==> config.mk <==
export PLATFORM = sky130hd
export DESIGN_NAME = video_lock_qualifier
export DESIGN_NICKNAME = d
export VERILOG_FILES = /design/src/rtl/vlq_pkg.sv /design/src/rtl/vlq_trs_qual.sv /design/src/rtl/vlq_asi_qual.sv /design/src/rtl/vlq_lock_ctrl.sv /design/src/rtl/video_lock_qualifier.sv
export SDC_FILE = /design/constraint.sdc
export NUM_CORES = 1
export LEC_CHECK = 0
export ABC_AREA = 1
export BUFFER_PORTS_ARGS = -buffer_cell sky130_fd_sc_hd__buf_2
export CAP_MARGIN = 0
export CORE_UTILIZATION = 27
export CTS_BUF_LIST = sky130_fd_sc_hd__clkbuf_4
export CTS_CLUSTER_SIZE = 10
export DETAILED_ROUTE_END_ITERATION = 6
export GPL_TIMING_DRIVEN = 0
export PLACE_DENSITY = 0.57
export SLEW_MARGIN = 0
export SYNTH_ARGS = -nofsm -noshare
export SYNTH_HDL_FRONTEND = slang
export SYNTH_SLANG_ARGS = --single-unit
==> constraint.sdc <==
create_clock -name clk -period 1.4 [get_ports clk]
set_clock_uncertainty 0.05 [all_clocks]
set_input_delay 0.28 -clock clk [delete_from_list [all_inputs] [get_ports clk]]
set_output_delay 0.28 -clock clk [all_outputs]
set_load 0.01 [all_outputs]
==> src/rtl/vlq_pkg.sv <==
package vlq_pkg;

    localparam int unsigned ALIGN_W_DEF  = 4;
    localparam int unsigned LINE_WIN_DEF = 2;
    localparam int unsigned RUN_LEN_DEF  = 32;
    localparam int unsigned WIN_LEN_DEF  = 128;

    // encoding is {bypass, asi}
    typedef enum logic [1:0] {
        MODE_THRU  = 2'b00,
        MODE_ASI   = 2'b01,
        MODE_SMPTE = 2'b10,
        MODE_BAD   = 2'b11
    } vlq_mode_e;

    typedef struct packed {
        logic trs_clr;
        logic asi_clr;
        logic hold;
    } vlq_ctl_t;

    function automatic vlq_mode_e decode_mode(input logic bypass, input logic asi);
        return vlq_mode_e'({bypass, asi});
    endfunction

endpackage

==> src/rtl/vlq_trs_qual.sv <==
module vlq_trs_qual #(
    parameter int unsigned ALIGN_W  = vlq_pkg::ALIGN_W_DEF,
    parameter int unsigned LINE_WIN = vlq_pkg::LINE_WIN_DEF
) (
    input  logic               clk,
    input  logic               rst,
    input  logic               hold,
    input  logic               clr,
    input  logic               align_chk,
    input  logic               trs_stb_i,
    input  logic [ALIGN_W-1:0] trs_align_i,
    input  logic               line_stb_i,
    output logic               ok_next
);
    localparam int unsigned LW = $clog2(LINE_WIN + 1);

    logic               have_q, have_n;
    logic [LW-1:0]      lines_q, lines_n;
    logic [ALIGN_W-1:0] align_q, align_n;
    logic               ok_q, ok_n;

    always_comb begin
        have_n  = have_q;
        lines_n = lines_q;
        align_n = align_q;
        ok_n    = ok_q;
        if (clr) begin
            have_n  = 1'b0;
            lines_n = '0;
            align_n = '0;
            ok_n    = 1'b0;
        end else if (trs_stb_i) begin
            lines_n = '0;
            align_n = trs_align_i;
            if (!have_q) begin
                have_n = 1'b1;
            end else if (align_chk && (trs_align_i != align_q)) begin
                ok_n = 1'b0;
            end else begin
                ok_n = 1'b1;
            end
        end else if (line_stb_i && have_q) begin
            if (lines_q == LW'(LINE_WIN - 1)) begin
                have_n  = 1'b0;
                lines_n = '0;
                ok_n    = 1'b0;
            end else begin
                lines_n = lines_q + 1'b1;
            end
        end
    end

    always_ff @(posedge clk) begin
        if (rst) begin
            have_q  <= 1'b0;
            lines_q <= '0;
            align_q <= '0;
            ok_q    <= 1'b0;
        end else if (!hold) begin
            have_q  <= have_n;
            lines_q <= lines_n;
            align_q <= align_n;
            ok_q    <= ok_n;
        end
    end

    assign ok_next = hold ? ok_q : ok_n;


    trs_rise_needs_strobe_chk: assert property (@(posedge clk) disable iff (rst)
        $rose(ok_q) |-> $past(trs_stb_i));


    trs_window_bound_chk: assert property (@(posedge clk) disable iff (rst)
        lines_q < LW'(LINE_WIN));


    trs_freeze_chk: assert property (@(posedge clk) disable iff (rst)
        ($past(hold) && !$past(rst)) |-> ($stable(lines_q) && $stable(have_q)));

endmodule

==> src/rtl/vlq_asi_qual.sv <==
module vlq_asi_qual #(
    parameter int unsigned RUN_LEN = vlq_pkg::RUN_LEN_DEF,
    parameter int unsigned WIN_LEN = vlq_pkg::WIN_LEN_DEF
) (
    input  logic clk,
    input  logic rst,
    input  logic hold,
    input  logic clr,
    input  logic word_stb_i,
    input  logic err_i,
    output logic ok_next
);
    localparam int unsigned RW = $clog2(RUN_LEN + 1);
    localparam int unsigned WW = $clog2(WIN_LEN);

    logic [RW-1:0] run_q, run_n;
    logic [WW-1:0] win_q, win_n;
    logic          ok_q, ok_n;

    always_comb begin
        run_n = run_q;
        win_n = win_q;
        ok_n  = ok_q;
        if (clr) begin
            run_n = '0;
            win_n = '0;
            ok_n  = 1'b0;
        end else if (word_stb_i) begin
            if (err_i) begin
                run_n = '0;
                ok_n  = 1'b0;
            end else if (run_q >= RW'(RUN_LEN - 1)) begin
                run_n = RW'(RUN_LEN);
                ok_n  = 1'b1;
            end else begin
                run_n = run_q + 1'b1;
            end
            if (ok_n) begin
                win_n = '0;
            end else if (win_q == WW'(WIN_LEN - 1)) begin
                win_n = '0;
                run_n = '0;
            end else begin
                win_n = win_q + 1'b1;
            end
        end
    end

    always_ff @(posedge clk) begin
        if (rst) begin
            run_q <= '0;
            win_q <= '0;
            ok_q  <= 1'b0;
        end else if (!hold) begin
            run_q <= run_n;
            win_q <= win_n;
            ok_q  <= ok_n;
        end
    end

    assign ok_next = hold ? ok_q : ok_n;


    asi_rise_needs_good_word_chk: assert property (@(posedge clk) disable iff (rst)
        $rose(ok_q) |-> $past(word_stb_i && !err_i));


    asi_err_clears_chk: assert property (@(posedge clk) disable iff (rst)
        ($past(word_stb_i && err_i && !hold) && !$past(rst)) |-> (!ok_q && run_q == '0));


    asi_run_bound_chk: assert property (@(posedge clk) disable iff (rst)
        run_q <= RW'(RUN_LEN));

endmodule

==> src/rtl/vlq_lock_ctrl.sv <==
module vlq_lock_ctrl
    import vlq_pkg::*;
(
    input  logic      clk,
    input  logic      rst,
    input  vlq_mode_e mode,
    input  logic      pll_lock_i,
    input  logic      sig_valid_i,
    input  logic      standby_i,
    input  logic      trs_ok,
    input  logic      asi_ok,
    output vlq_ctl_t  ctl,
    output logic      locked_o
);
    logic good_in;
    logic locked_q, locked_n;

    assign good_in = pll_lock_i && sig_valid_i;

    always_comb begin
        ctl.hold    = standby_i;
        ctl.trs_clr = !good_in || (mode != MODE_SMPTE);
        ctl.asi_clr = !good_in || (mode != MODE_ASI);
        unique case (mode)
            MODE_THRU:  locked_n = good_in;
            MODE_SMPTE: locked_n = good_in && trs_ok;
            MODE_ASI:   locked_n = good_in && asi_ok;
            default:    locked_n = 1'b0;
        endcase
    end

    always_ff @(posedge clk) begin
        if (rst)             locked_q <= 1'b0;
        else if (!standby_i) locked_q <= locked_n;
    end

    assign locked_o = locked_q;


    standby_hold_chk: assert property (@(posedge clk) disable iff (rst)
        ($past(standby_i) && !$past(rst)) |-> $stable(locked_q));


    no_signal_unlock_chk: assert property (@(posedge clk) disable iff (rst)
        (!standby_i && !sig_valid_i) |=> !locked_q);


    pll_loss_unlock_chk: assert property (@(posedge clk) disable iff (rst)
        (!standby_i && !pll_lock_i) |=> !locked_q);


    thru_lock_chk: assert property (@(posedge clk) disable iff (rst)
        (!standby_i && good_in && mode == MODE_THRU) |=> locked_q);


    bad_mode_chk: assert property (@(posedge clk) disable iff (rst)
        (!standby_i && mode == MODE_BAD) |=> !locked_q);

endmodule

==> src/rtl/video_lock_qualifier.sv <==
module video_lock_qualifier
    import vlq_pkg::*;
#(
    parameter int unsigned ALIGN_W  = ALIGN_W_DEF,
    parameter int unsigned LINE_WIN = LINE_WIN_DEF,
    parameter int unsigned RUN_LEN  = RUN_LEN_DEF,
    parameter int unsigned WIN_LEN  = WIN_LEN_DEF
) (
    input  logic               clk,
    input  logic               rst,
    input  logic               pll_lock_i,
    input  logic               sig_valid_i,
    input  logic               bypass_i,
    input  logic               asi_mode_i,
    input  logic               auto_i,
    input  logic               noise_imm_i,
    input  logic               standby_i,
    input  logic               trs_stb_i,
    input  logic [ALIGN_W-1:0] trs_align_i,
    input  logic               line_stb_i,
    input  logic               asi_word_stb_i,
    input  logic               asi_err_i,
    output logic               locked_o
);
    vlq_mode_e mode;
    vlq_ctl_t  ctl;
    logic      trs_ok, asi_ok;

    assign mode = decode_mode(bypass_i, asi_mode_i);

    vlq_trs_qual #(.ALIGN_W(ALIGN_W), .LINE_WIN(LINE_WIN)) u_trs (
        .clk         (clk),
        .rst         (rst),
        .hold        (ctl.hold),
        .clr         (ctl.trs_clr),
        .align_chk   (noise_imm_i && auto_i),
        .trs_stb_i   (trs_stb_i),
        .trs_align_i (trs_align_i),
        .line_stb_i  (line_stb_i),
        .ok_next     (trs_ok)
    );

    vlq_asi_qual #(.RUN_LEN(RUN_LEN), .WIN_LEN(WIN_LEN)) u_asi (
        .clk        (clk),
        .rst        (rst),
        .hold       (ctl.hold),
        .clr        (ctl.asi_clr),
        .word_stb_i (asi_word_stb_i),
        .err_i      (asi_err_i),
        .ok_next    (asi_ok)
    );

    vlq_lock_ctrl u_ctrl (
        .clk         (clk),
        .rst         (rst),
        .mode        (mode),
        .pll_lock_i  (pll_lock_i),
        .sig_valid_i (sig_valid_i),
        .standby_i   (standby_i),
        .trs_ok      (trs_ok),
        .asi_ok      (asi_ok),
        .ctl         (ctl),
        .locked_o    (locked_o)
    );

endmodule

==> results of run 1 <==
## cell families after synthesis
kind of cell	after synthesis	share of synthesized area
simple gates	87	0.314
buf+inv	37	0.113
compound gates	29	0.143
flops	23	0.364
fa+ha+maj	6	0.0593
xor+xnor	1	0.00693
## worst max-delay path by stage
stage / start / end / slack (ps) / cells after the start
final: u_asi.run_q[1]$_SDFFE_PP0P_ / u_asi.win_q[2]$_SDFFE_PP0P_ / -40 / 10
after global routing: u_asi.run_q[1]$_SDFFE_PP0P_ / u_asi.run_q[2]$_SDFFE_PP0P_ / -150 / 11
after CTS: u_asi.run_q[1]$_SDFFE_PP0P_ / u_asi.run_q[2]$_SDFFE_PP0P_ / -80 / 11
after detailed placement: bypass_i / u_asi.win_q[2]$_SDFFE_PP0P_ / -400 / 9
after global placement: bypass_i / u_asi.win_q[2]$_SDFFE_PP0P_ / -400 / 9
after floorplan: bypass_i / u_asi.win_q[2]$_SDFFE_PP0P_ / -8 / 8
## layer usage
metal / up-vias / global-route usage
met2: 14 / 0.177
met3: 2 / 0.0231
met5: - / 0
met1: 523 / 0.150
li1: 652 / -
met4: 0 / 0.0333
## power breakdown
group	switching, uW	internal [uW]	total, uW
Combinational	96.7	67.8	164
Sequential	4.42	660	665
Clock	211	107	317
Total	312	835	1150
## cells in the mapped netlist (2+ instances only)
| cell type | n | area (um^2) |
|---|---|---|
| o22ai_1 | 3 | 18.8 |
| nor3b_2 | 2 | 25.0 |
| nor3_1 | 6 | 30.0 |
| ha_1 | 6 | 75.1 |
| dfxtp_1 | 23 | 460 |
| a21oi_1 | 12 | 60.1 |
| nand4_1 | 2 | 12.5 |
| nor2_1 | 15 | 56.3 |
| nand3_1 | 14 | 70.1 |
| nand2_1 | 42 | 158 |
| o21ai_0 | 6 | 30.0 |
| inv_1 | 34 | 128 |
| or2_2 | 3 | 18.8 |
| o21ai_2 | 2 | 17.5 |
## layout make-up
type,count,area share
timing repair buffer,26,0.0935
buffer,2,0.00905
sequential,23,0.281
inverter,35,0.0882
tap,52,0.0392
clock buffer,3,0.0136
clock inverter,1,0.00302
multi-input combinational,123,0.473
## flip-flops by register name, indices dropped and copies added (netlist names)
signal and cells:
u_asi.ok_q 1, u_asi.run_q 6, u_asi.win_q 7, u_ctrl.locked_o 1
u_trs.align_q 4, u_trs.have_q 1, u_trs.lines_q 2, u_trs.ok_q 1
## tightest hold or removal path, stage by stage
cell     delay, ps
buf_2          100
inv_1           60
o22ai_1         80
## stage by stage
step | cells | total power [uW] | hold slack [ps] | TNS (ps)
5_1_grt | 265 | 1200 | 174 | -1260
2_1_floorplan | 183 | 760 | 364 | -8.29
3_5_place_dp | 251 | 815 | 389 | -4870
6_report | 265 | 1150 | 190 | -238
4_1_cts | 260 | 1150 | 177 | -391
3_3_place_gp | 251 | 814 | 384 | -4740
## timing repair
action	4_1_cts	5_1_grt
setup buffers	5	5
cloned	0	0
setup endpoints to repair	13	14
hold buffers	0	0
resized for setup	17	14
pin swaps	11	10
==> summary.md, run 1 <==
| Metric | Value |
|---|---|
| Largest stage delay on the critical path | 360 ps |
| CP Capture Type | register |
| Yosys Warn Count | 0 |
| Ys async rst share | 0 |
| Top sig layer | met4 |
| Drt via density | 4.49 |
| Area grow syn2layout | 31.2% |
| Initial core utilization | 0.287 |
| Antenna violations before repair | 0 |
| Unrepaired setup endpoints after global routing | yes |
| Reg area | 465 um^2 |
| Io pins | 18 |
| Fin crit period | 1440 ps |
| CP most frequent cell | nand2_2 |
| R2R Path End | u_asi.win_q[2]$_SDFFE_PP0P_ |
| Max Clk Rate | 0.692 GHz |
| IR Drop Worst-Case VDD | 0.431 mV |
| Share of layout cells above drive strength 1 | 0.329 |
| Die extent in x | 70.4 um |
| Rel. slew slack | 0.679 |
| Seq/Total Area, Yosys | 0.364 |
| Avg Inst Size Synth | 6.91 um^2 |
| Data arrival, critical path | 1650 ps |
| Number of flops mapped to enable cells by yosys | 0 |
| Crit path cell chain | ha_4, nand2_2, inv_2, nand2_2, nand3_2, nand2_4, nand2_2, a21oi_4, o21ai_4, nor3b_2 |
| Maxcap violations | 0 |
| FP Rows | 24 |
| DRC Markers | 0 |
| Run status | complete, but fails checks |
| Total congestion overflow | 0 |
| Critical Path RT | 1610 ps |
| Die Footprint | 4960 um^2 |
| CTS H-tree lvls | 1 |
| Syn_nets | 206 |
| Largest net degree at the start of global routing | 14 |
| Leak Pwr | 0.000687 uW |
| Drt total wl | 2730 um |
| Detailed Place HPWL | 1900 um |
| Maximum root-to-sink buffer count | 2 |
| Clock Latency Late Sink | 310 ps |
| CTS clk-pin slew, worst paths | 130 ps |
| Slowest cell on the critical path | dfxtp_2 |
| IO buf count | 16 |
| Hold endpoint | u_trs.align_q[2]$_SDFFE_PP0P_ |
| Area of the multi-input gates | 785 um^2 |
| Slew @ Worst Pin | 481 ps |
| Global-route wire length before repair | 4530 um |
| Tcrit/Tclk final | 1.03 |
| Met1 WL | 1360 um |
| TritonRoute pass-1 iters | 4 |
| Kind of critical path | reg2reg |
| Placer Congestion | 0.793 |
| R2r startpoint | u_asi.run_q[1]$_SDFFE_PP0P_ |
| Iter 0 DRT Violations | 29 |
| Final setup vio count | 11 |
| Met2 WL | 1270 um |
| Ys flop type | dfxtp_1 |
| Core Region | 4410 um^2 |
| Routed length on met3 | 69 um |
| Startpoint Class | register |
| Fin. Hold Viols | 0 |
| DRT antenna net count | 0 |
| Vias | 1191 |
| WL/cell | 10.3 um |
| Mapped Cells | 183 |
| Worst Path Buf+Inv | 1 |
| Clock sink total | 23 |
| Pre-CTS WS | -396 ps |
| Most frequent cells in the layout | nand2_1 (34), inv_1 (31), dfxtp_1 (19) |
| Total GRT Usage | 0.111 |
| Synth cell types | 27 |
| Cts bufs inserted | 3 |
| Fillcell total | 464 |
| Delay-heaviest family, CP | simple AND/OR/NAND/NOR gates |
| Die H | 70.4 um |
| Hold Startpoint | trs_align_i[2] |
| Vias in the first global route | 1069 |
| Mapped Area | 1260 um^2 |
| Max-slew violations | 0 |
| CTS root buffer | clkbuf_4 |
| CP max FO | 5 |
| Hold Crit Class | in2reg |
| Nets | 237 |
| Flop2flop setup slack | -40 ps |
| Failing checks | setup timing |
| Design area | 1660 um^2 |
| ANT cells | 0 |
| CTS tree | yes |
| Post-synthesis sequential element count | 23 |
| Area after DPL | 1450 um^2 |
| Hold Crit Depth | 3 |
| Finished Core Util | 0.376 |
| Power Density | 691 nW/um^2 |
| Most common cell after layout, fill and taps aside | nand2_1 |
| Worst setup margin | -44.3 ps |
| Cells on worst reg2reg path | 10 |
Power figures use the tool's default switching activity.
==> inputs of run 2 (changes only) <==
--- a/config.mk
+++ b/config.mk
@@ -5,7 +5,6 @@
 export SDC_FILE = /design/constraint.sdc
 export NUM_CORES = 1
 export LEC_CHECK = 0
-export ABC_AREA = 1
 export BUFFER_PORTS_ARGS = -buffer_cell sky130_fd_sc_hd__buf_2
 export CAP_MARGIN = 0
 export CORE_UTILIZATION = 27
==> run 2 against run 1 <==
The run still ends with setup timing left; register-to-register slack is essentially flat; sequential cell count unchanged; hold slack got worse by 36 ps; routed wire length increased by 8.0%; via count shrank 9.1%; critical path depth shrank 4; setup slack worse by 1.1 ps.
==> summary.md, run 2 <==
| Metric | Value |
|---|---|
| Run status | complete, but fails checks |
| Failing checks | setup timing |
| Hold Crit Depth | 2 |
| Hold endpoint | u_trs.align_q[1]$_SDFFE_PP0P_ |
| Worst Path Buf+Inv | 0 |
| Ys async rst share | 0 |
| R2R Path End | u_asi.win_q[4]$_SDFFE_PP0P_ |
| Largest register by flop count | u_asi.win_q |
| Core Region | 4120 um^2 |
| FP Rows | 23 |
| CTS root buffer | clkbuf_4 |
| Reg area | 468 um^2 |
| Antenna violations before repair | 0 |
| Critical Path RT | 1580 ps |
| Startpoint Class | register |
| Vias in the first global route | 1085 |
| CTS H-tree lvls | 1 |
| Yosys Warn Count | 0 |
| Slowest cell on the critical path | dfxtp_2 |
| Slew @ Worst Pin | 548 ps |
| CP Capture Type | register |
| Kind of critical path | reg2reg |
| Iter 0 DRT Violations | 23 |
| Count leader, synth | dfxtp_1 |
| Mapped Area | 1190 um^2 |
| Cells on worst reg2reg path | 6 |
| # placed instances | 203 |
| Global-route wire length before repair | 4790 um |
| Placer Congestion | 0.733 |
| Most common cell after layout, fill and taps aside | nor2_1 |
| Design area | 1560 um^2 |
| R2r startpoint | u_asi.run_q[0]$_SDFFE_PP0P_ |
| Clock Latency Late Sink | 310 ps |
| ANT cells | 0 |
| Crit. path cell count | 6 |
| Final setup vio count | 1 |
| IO buf count | 16 |
| Rel. slew slack | 0.635 |
| Largest stage delay on the critical path | 360 ps |
| Post-synth top area share | 0.387 |
| Finished Layout Cells | 212 |
| Synth cell types | 44 |
| Syn_nets | 160 |
| Fillcell total | 419 |
| Top flop regs | u_asi.win_q (7), u_asi.run_q (6), u_trs.align_q (4) |
| Most frequent cells in the layout | nor2_1 (19), dfxtp_1 (17), buf_2 (16) |
| Seq/Total Area, Yosys | 0.387 |
| Clock sink total | 23 |
| Post-synthesis sequential element count | 23 |
| Io pins | 18 |
| Die H | 68.4 um |
| CP max FO | 5 |
| IR Drop Worst-Case VDD | 0.366 mV |
| Maxcap violations | 0 |
| Crit path cell chain | ha_4, a41oi_4, a21oi_2, nor2_4, nand3_1, a31oi_1 |
| Drt via density | 5.11 |
| Avg Inst Size Synth | 8.69 um^2 |
| CTS tree | yes |
| Area grow syn2layout | 31.3% |
| Total congestion overflow | 0 |
| Fin crit period | 1450 ps |
| Synth top cells by count | dfxtp_1 (23), nor2_1 (21), nand2_1 (11) |
| Cts bufs inserted | 3 |
| Fin. Hold Viols | 0 |
| Leading area contributor after synthesis | dfxtp_1 |
| Hold Crit Class | in2reg |
| Largest register FFs | 7 |
| Number of flops mapped to enable cells by yosys | 0 |
| Unrepaired setup endpoints after global routing | yes |
| Drt total wl | 2950 um |
| Initial core utilization | 0.289 |
| Max-slew violations | 0 |
| Tcrit/Tclk final | 1.03 |
| Detailed Place HPWL | 2040 um |
| Flop2flop setup slack | -50 ps |
| Leak Pwr | 0.000554 uW |
| Hold Startpoint | trs_align_i[1] |
| Total GRT Usage | 0.136 |
| DRC Markers | 0 |
| Die Footprint | 4680 um^2 |
| Worst setup margin | -45.4 ps |
| Vias | 1083 |
| TritonRoute pass-1 iters | 4 |
| Share of layout cells above drive strength 1 | 0.346 |
| Maximum root-to-sink buffer count | 2 |
| Ys flop type | dfxtp_1 |
| DRT antenna net count | 0 |
| Largest cells by area after synthesis | dfxtp_1 (39%), nor2_1 (6.6%), ha_1 (6.3%), xnor2_1 (4.4%), a21oi_1 (3.8%) |
| Largest net degree at the start of global routing | 13 |
| Mapped Cells | 137 |
| CTS clk-pin slew, worst paths | 130 ps |
| Nets | 186 |
| Area after DPL | 1390 um^2 |
| Max Clk Rate | 0.692 GHz |
| Data arrival, critical path | 1620 ps |
| Hold buffer count at CTS | 0 |
| Die extent in x | 68.4 um |
| Pre-CTS WS | -251 ps |
| Power Density | 736 nW/um^2 |
| Delay-heaviest family, CP | compound AO/OA/AOI/OAI gates |
| WL/cell | 13.9 um |
| Area of the multi-input gates | 841 um^2 |
[run 2: changes by cell type after synthesis, sizes merged, moves of 6 or more]
cell / before / now
nand3: 15 / 7
nand2: 42 / 12
o21ai: 9 / 3
inv: 35 / 4
nor2: 15 / 21
[run 2: cell type report]
cell class	count	area share
Inverter	4	0.00960
Timing Repair Buffer	21	0.0752
Sequential cell	23	0.299
Multi-Input combinational cell	107	0.538
Clock buffer	4	0.0192
Buffer	3	0.0192
Tap cell	50	0.0400
[run 2: logic make-up (layout without fill, tap and decap cells)]
group	after synthesis	in the layout	share of synthesized area
and+or+nand+nor	59	59	0.249
AOI/OAI and AO/OA	31	31	0.188
DFF	23	23	0.387
xor gates and xnor gates	11	11	0.0809
buffers and inverters	7	32	0.0325
adders and majority gates	6	6	0.0630
[run 2: timing repair]
| item | in CTS | in global routing |
|---|---|---|
| endpoints found under the hold margin | 0 | 0 |
| gates resized for setup | 14 | 10 |
| setup buffers | 3 | 2 |
| endpoints found under the setup margin | 14 | 14 |
| pin swaps | 7 | 10 |
[run 2: worst reg2reg max path, stage by stage (launching register included)]
cell     delay, ps
dfxtp_2        360
ha_4           170
a41oi_4        170
a21oi_2        110
nor2_4         170
nand3_1        120
a31oi_1        220
[run 2: how the worst max path moves through the flow]
stage	startpoint	to	slack, ps
final	u_asi.run_q[0]$_SDFFE_PP0P_	u_asi.win_q[4]$_SDFFE_PP0P_	-50
after global routing	u_asi.run_q[1]$_SDFFE_PP0P_	u_asi.win_q[4]$_SDFFE_PP0P_	-150
after CTS	u_asi.win_q[1]$_SDFFE_PP0P_	u_asi.run_q[4]$_SDFFE_PP0P_	20
after detailed placement	asi_mode_i	u_ctrl.locked_o$_SDFFE_PP0N_	-250
after global placement	asi_mode_i	u_ctrl.locked_o$_SDFFE_PP0N_	-240
after floorplan	bypass_i	u_asi.run_q[4]$_SDFFE_PP0P_	7
[run 2: per-stage QoR]
stage / TNS, ps / util / hold WS, ps / total power (uW)
4_1_cts: 0 / 0.367 / 148 / 1160
2_1_floorplan: 0 / - / 363 / 760
5_1_grt: -528 / 0.380 / 132 / 1230
3_3_place_gp: -3170 / 0.338 / 420 / 811
3_5_place_dp: -3720 / 0.338 / 426 / 814
6_report: -45.4 / 0.380 / 154 / 1150
[run 2: report_power, final]
part / switching [uW] / total [uW] / leakage (uW) / internal, uW
clock: 201 / 332 / 0.0000184 / 130
sequential: 5.85 / 667 / 0.000188 / 661
combinational: 83.2 / 153 / 0.000347 / 69.4
total: 291 / 1150 / 0.000554 / 861
[run 2: per-layer routing]
layer | vias to the layer above | share of wire | global-route usage | wire [um]
li1 | 540 | - | - | -
met1 | 519 | 0.47 | 0.175 | 1400
met2 | 14 | 0.48 | 0.228 | 1410
met3 | 10 | 0.016 | 0.0100 | 48
met4 | 0 | 0.032 | 0.0651 | 93
met5 | - | 0 | 0 | 0
